$ cat config.mk
export PLATFORM = sky130hd
export DESIGN_NAME = uart_cts_tx
export DESIGN_NICKNAME = d
export VERILOG_FILES = /design/src/rtl/uart_cts_pkg.sv /design/src/rtl/uart_cts_sync.sv /design/src/rtl/uart_cts_gate.sv /design/src/rtl/uart_tx_shifter.sv /design/src/rtl/uart_cts_tx.sv
export SDC_FILE = /design/constraint.sdc
export NUM_CORES = 1
export LEC_CHECK = 0
export BUFFER_PORTS_ARGS = -buffer_cell sky130_fd_sc_hd__buf_2
export CAP_MARGIN = 20
export CORE_UTILIZATION = 56
export DETAILED_ROUTE_END_ITERATION = 8
export PLACE_DENSITY = 0.8
export REMOVE_ABC_BUFFERS = 1
export SYNTH_ARGS = -nofsm -noshare
export SYNTH_HDL_FRONTEND = slang
export SYNTH_HIERARCHICAL = 1
export SYNTH_SLANG_ARGS = --single-unit
$ cat constraint.sdc
create_clock -name clk -period 2.4 [get_ports clk]
set_input_delay 0.48 -clock clk [delete_from_list [all_inputs] [get_ports clk]]
set_output_delay 0.48 -clock clk [all_outputs]
set_load 0.05 [all_outputs]
$ cat src/rtl/uart_cts_pkg.sv
package uart_cts_pkg;
  typedef enum logic [1:0] {
    TX_IDLE  = 2'd0,
    TX_START = 2'd1,
    TX_DATA  = 2'd2,
    TX_STOP  = 2'd3
  } tx_state_e;
endpackage

$ cat src/rtl/uart_cts_sync.sv
module uart_cts_sync #(
  parameter int STAGES = 2
) (
  input  logic clk,
  input  logic rst_n,
  input  logic cts_n,
  input  logic auto_cts_en,
  output logic cts_s,
  output logic change_irq
);
  logic [STAGES-1:0] sync_q;
  logic              last_q;

  // Reset to the deasserted level so that no event fires out of reset.
  always_ff @(posedge clk or negedge rst_n) begin
    if (!rst_n) begin
      sync_q <= '1;
      last_q <= 1'b1;
    end else begin
      sync_q <= {sync_q[STAGES-2:0], cts_n};
      last_q <= sync_q[STAGES-1];
    end
  end

  assign cts_s      = sync_q[STAGES-1];
  assign change_irq = (cts_s ^ last_q) & ~auto_cts_en;
endmodule

$ cat src/rtl/uart_cts_gate.sv
module uart_cts_gate (
  input  logic clk,
  input  logic rst_n,
  input  logic auto_cts_en,
  input  logic cts_s,
  input  logic stop_mid,
  input  logic frame_done,
  output logic grant,
  output logic permit
);
  logic sample_ok_q;

  // sample_ok_q holds the mid-stop decision.
  // grant is valid only in the first idle cycle after a frame.
  always_ff @(posedge clk or negedge rst_n) begin
    if (!rst_n) begin
      sample_ok_q <= 1'b0;
      grant       <= 1'b0;
    end else begin
      if (stop_mid) sample_ok_q <= ~cts_s;
      grant <= frame_done ? sample_ok_q : 1'b0;
    end
  end

  assign permit = ~auto_cts_en | grant | ~cts_s;
endmodule

$ cat src/rtl/uart_tx_shifter.sv
module uart_tx_shifter
  import uart_cts_pkg::*;
#(
  parameter int DATA_BITS     = 8,
  parameter int TICKS_PER_BIT = 16,
  parameter int SAMPLE_TICK   = 8
) (
  input  logic                 clk,
  input  logic                 rst_n,
  input  logic                 baud_tick,
  input  logic                 permit,
  input  logic [DATA_BITS-1:0] data,
  input  logic                 valid,
  output logic                 ready,
  output logic                 txd,
  output logic                 stop_mid,
  output logic                 frame_done
);
  localparam int CW = (TICKS_PER_BIT > 1) ? $clog2(TICKS_PER_BIT) : 1;
  localparam int BW = (DATA_BITS > 1) ? $clog2(DATA_BITS) : 1;
  localparam logic [CW-1:0] LAST_TICK = CW'(TICKS_PER_BIT - 1);
  localparam logic [CW-1:0] MID_TICK  = CW'(SAMPLE_TICK);
  localparam logic [BW-1:0] LAST_BIT  = BW'(DATA_BITS - 1);

  tx_state_e            state_q;
  logic [CW-1:0]        tick_q;
  logic [BW-1:0]        bit_q;
  logic [DATA_BITS-1:0] shift_q;
  logic                 txd_q;
  logic                 bit_end;

  assign ready      = (state_q == TX_IDLE) && permit;
  assign bit_end    = baud_tick && (tick_q == LAST_TICK);
  assign stop_mid   = (state_q == TX_STOP) && baud_tick && (tick_q == MID_TICK);
  assign frame_done = (state_q == TX_STOP) && bit_end;
  assign txd        = txd_q;

  always_ff @(posedge clk or negedge rst_n) begin
    if (!rst_n) begin
      state_q <= TX_IDLE;
      tick_q  <= '0;
      bit_q   <= '0;
      shift_q <= '0;
      txd_q   <= 1'b1;
    end else if (state_q == TX_IDLE) begin
      if (valid && ready) begin
        shift_q <= data;
        tick_q  <= '0;
        txd_q   <= 1'b0;
        state_q <= TX_START;
      end
    end else if (baud_tick) begin
      if (tick_q != LAST_TICK) begin
        tick_q <= tick_q + 1'b1;
      end else begin
        tick_q <= '0;
        unique case (state_q)
          TX_START: begin
            txd_q   <= shift_q[0];
            shift_q <= shift_q >> 1;
            bit_q   <= '0;
            state_q <= TX_DATA;
          end
          TX_DATA: begin
            if (bit_q == LAST_BIT) begin
              txd_q   <= 1'b1;
              state_q <= TX_STOP;
            end else begin
              txd_q   <= shift_q[0];
              shift_q <= shift_q >> 1;
              bit_q   <= bit_q + 1'b1;
            end
          end
          default: begin
            txd_q   <= 1'b1;
            state_q <= TX_IDLE;
          end
        endcase
      end
    end
  end
endmodule

$ cat src/rtl/uart_cts_tx.sv
module uart_cts_tx #(
  parameter int DATA_BITS     = 8,
  parameter int TICKS_PER_BIT = 16,
  parameter int SAMPLE_TICK   = TICKS_PER_BIT / 2,
  parameter int SYNC_STAGES   = 2
) (
  input  logic                 clk,
  input  logic                 rst_n,
  input  logic                 baud_tick,
  input  logic                 auto_cts_en,
  input  logic                 cts_n,
  input  logic [DATA_BITS-1:0] tx_data,
  input  logic                 tx_valid,
  output logic                 tx_ready,
  output logic                 txd,
  output logic                 cts_change_irq
);
  logic cts_s;
  logic grant;
  logic permit;
  logic stop_mid;
  logic frame_done;

  uart_cts_sync #(.STAGES(SYNC_STAGES)) u_sync (
    .clk         (clk),
    .rst_n       (rst_n),
    .cts_n       (cts_n),
    .auto_cts_en (auto_cts_en),
    .cts_s       (cts_s),
    .change_irq  (cts_change_irq)
  );

  uart_cts_gate u_gate (
    .clk         (clk),
    .rst_n       (rst_n),
    .auto_cts_en (auto_cts_en),
    .cts_s       (cts_s),
    .stop_mid    (stop_mid),
    .frame_done  (frame_done),
    .grant       (grant),
    .permit      (permit)
  );

  uart_tx_shifter #(
    .DATA_BITS     (DATA_BITS),
    .TICKS_PER_BIT (TICKS_PER_BIT),
    .SAMPLE_TICK   (SAMPLE_TICK)
  ) u_shift (
    .clk        (clk),
    .rst_n      (rst_n),
    .baud_tick  (baud_tick),
    .permit     (permit),
    .data       (tx_data),
    .valid      (tx_valid),
    .ready      (tx_ready),
    .txd        (txd),
    .stop_mid   (stop_mid),
    .frame_done (frame_done)
  );
endmodule

==> flow_summary.ini <==
[status]
status = finished clean

[drt]
drt_iter0_drc = 12
drt-total-wl_mm = 2.20
vias_per_cell = 5.74
ant_nets = 0
drc = 0
dr.pass1.iters = 4
wl_per_cell_um = 14.1
vias = 896

[sta]
maxSlewViolCount = 0
worst_clock_skew_ps = 1.39
final.setup.tns_ps = 0
period_needed_ps = 2220
rsz0062_at_grt = false
fin_ws_ps = 182
slew_headroom_pct = 65.3
hold_viol_final = 0
setup_viol = 0
hold_slack_ps = 127
worstMarginPinSlew_ps = 521
min_period_over_period_pct = 92.4
fmax_ghz = 0.451

[clock_network]
cts_root_buffer = clkbuf_4
clk_pin_slew_ps = 120
htreeDepth = 1
postCtsHoldBufs = 0
cts_max_path_buffers = 2
cts.repair.resized = 0
post-cts-setup-buffer-count = 0
cts.sinks = 23
clock_latency_ps = 310
tritoncts = yes
cts_buffers = 3

[final_layout]
fin_nets = 154
finish.utilization_pct = 67.8
drive_above_1_share_pct = 34.9
diodes = 0
area.growth.synth_to_final_pct = 8.66

[worst_setup_path]
crit_type = reg -> out
critPathArrivalTime_ps = 1740
cp_max_fo = 11
crit_path_end_kind = output pin
critPathLaunch = u_shift/state_q[0]
rr_startpoint = u_shift/state_q[0]
start_kind = flip-flop
crit_required_ps = 1920

[pwr]
power_switching_mw = 0.582
clockPowerShare_pct = 11.6
switching_share_pct = 38.3
p_int_mw = 0.939
combPwrFrac_pct = 47.4
power_frac_seq_pct = 41.0
p_leak_nw = 0.650
power_density_nw_per_um2 = 1090
ir_drop_v = 0.000647
power_mw = 1.52

[die]
die_w_um = 49.9
die_h_um = 49.9
initial_utilization_pct = 62.4
rows = 16
core_region_area_um2 = 2060
dieArea_um2 = 2490
io_pins = 17

[yosys]
netlist.area_leader.share_pct = 37.0
synth-edff-count = 0
synth.most_common_cell = dfrtp_1
syn_avg_cell_area_um2 = 11.3
yosys-top-cells-count = dfrtp_1, mux2_2, ha_1, nor2_1, o21ai_0
syn_area_um2 = 1290
synth_area_leader_cell = dfrtp_1
synth-seq-cells = 23
yosys_warnings = 6
synth_area_leaders = dfrtp_1, mux2_2, ha_1, dfstp_2, a22o_1
netlist_instances = 114
yosysSeqAreaShare_pct = 45.1
synth_cell_type_count = 32
ys.flop_type = dfrtp_1
async_reset_ff_share_pct = 100

[place]
pre_cts_slack_ps = 278
gp_congestion = 0.758
portBuffers = 16
hpwl_mm = 1.66

[grt]
grt_max_degree = 24
overflow = 0
grt_antenna_before_repair = 0
grtUsageTotal_pct = 20.6
grt_pass1_wl_mm = 3.77
grt_pass1_vias = 837

[flow_run]
max-cap-violations = 0

[hold_path]
hold_path.class = in -> async
-- final cells by class --
type / count / area (um^2)
Fill cell: 165 / 664
Multi-Input combinational cell: 82 / 662
Sequential cell: 23 / 581
Timing Repair Buffer: 16 / 80.1
Tap cell: 27 / 33.8
Clock buffer: 4 / 26.3
Inverter: 4 / 15.0
-- through the flow --
| step | instances | instance area (um^2) |
|---|---|---|
| floorplan | 109 | 1250 |
| global placement | 152 | 1370 |
| detailed placement | 152 | 1370 |
| CTS | 156 | 1400 |
| global route | 156 | 1400 |
| finish | 156 | 1400 |
-- metal layers --
metal / track usage [%] / vias up / routed length [um]
met5: 0 / - / 0
met2: 34.7 / 21 / 1080
li1: - / 437 / -
met1: 25.8 / 434 / 1000
met3: 3.70 / 4 / 82
met4: 8.57 / 0 / 38
-- flip-flops by register name, indices dropped and copies added, names as in the netlist --
register / count
u_shift/state_q: 2
u_gate/sample_ok_q: 1
u_shift/tick_q: 4
u_sync/sync_q: 2
u_shift/bit_q: 3
u_shift/txd: 1
u_shift/shift_q: 8
u_sync/last_q: 1
u_gate/grant: 1
-- worst paths after layout --
kind | cells after the start | to | slack (ps)
worst min-delay path | 1 | u_shift/tick_q[0] | 130
worst min register to register | 0 | u_sync/sync_q[1] | 370
worst max register to register | 6 | u_shift/shift_q[1] | 380
max in group asynchronous | 1 | u_sync/sync_q[1] | 1910
min in group clk | 1 | u_sync/sync_q[0] | 250
worst max-delay path | 4 | tx_ready | 180
-- cells by family (layout without fill, tap and decap cells) --
logic type	Yosys count	after routing	share of synthesized area (%)
xor+xnor	2	2	1.36
compound gates	26	26	15.3
flops	23	23	45.1
simple gates	28	28	10.9
fa+ha+maj	10	10	9.73
buf+inv	9	24	3.60
mux	16	16	14.0
-- power groups by stage --
stage | clock, mW | sequential (mW) | combinational [mW]
after floorplan | 0 | 0.600 | 0.589
after global placement | 0 | 0.618 | 0.691
after detailed placement | 0 | 0.632 | 0.719
after CTS | 0.185 | 0.624 | 0.721
after global routing | 0.202 | 0.643 | 0.800
final | 0.176 | 0.624 | 0.721
-- worst max-delay path: stages, from the launching register on --
cell and delay (ps):
dfrtp_1 460, inv_1 140, ha_2 330, and2_1 220, buf_2 280
-- placed cells by master, fill, tap and decap left out, types with 2 or more instances in the layout --
master	Yosys	layout
nor2_1	10	10
and2_1	3	3
clkbuf_4	0	3
a21oi_1	3	3
dfstp_2	4	4
ha_1	10	9
inv_1	4	4
nand3_1	3	3
mux2_2	16	16
o21ai_0	7	7
o22a_1	2	2
a22o_1	6	6
nand2_1	6	6
buf_2	2	16
dfrtp_1	19	19
Power figures use the tool's default switching activity.
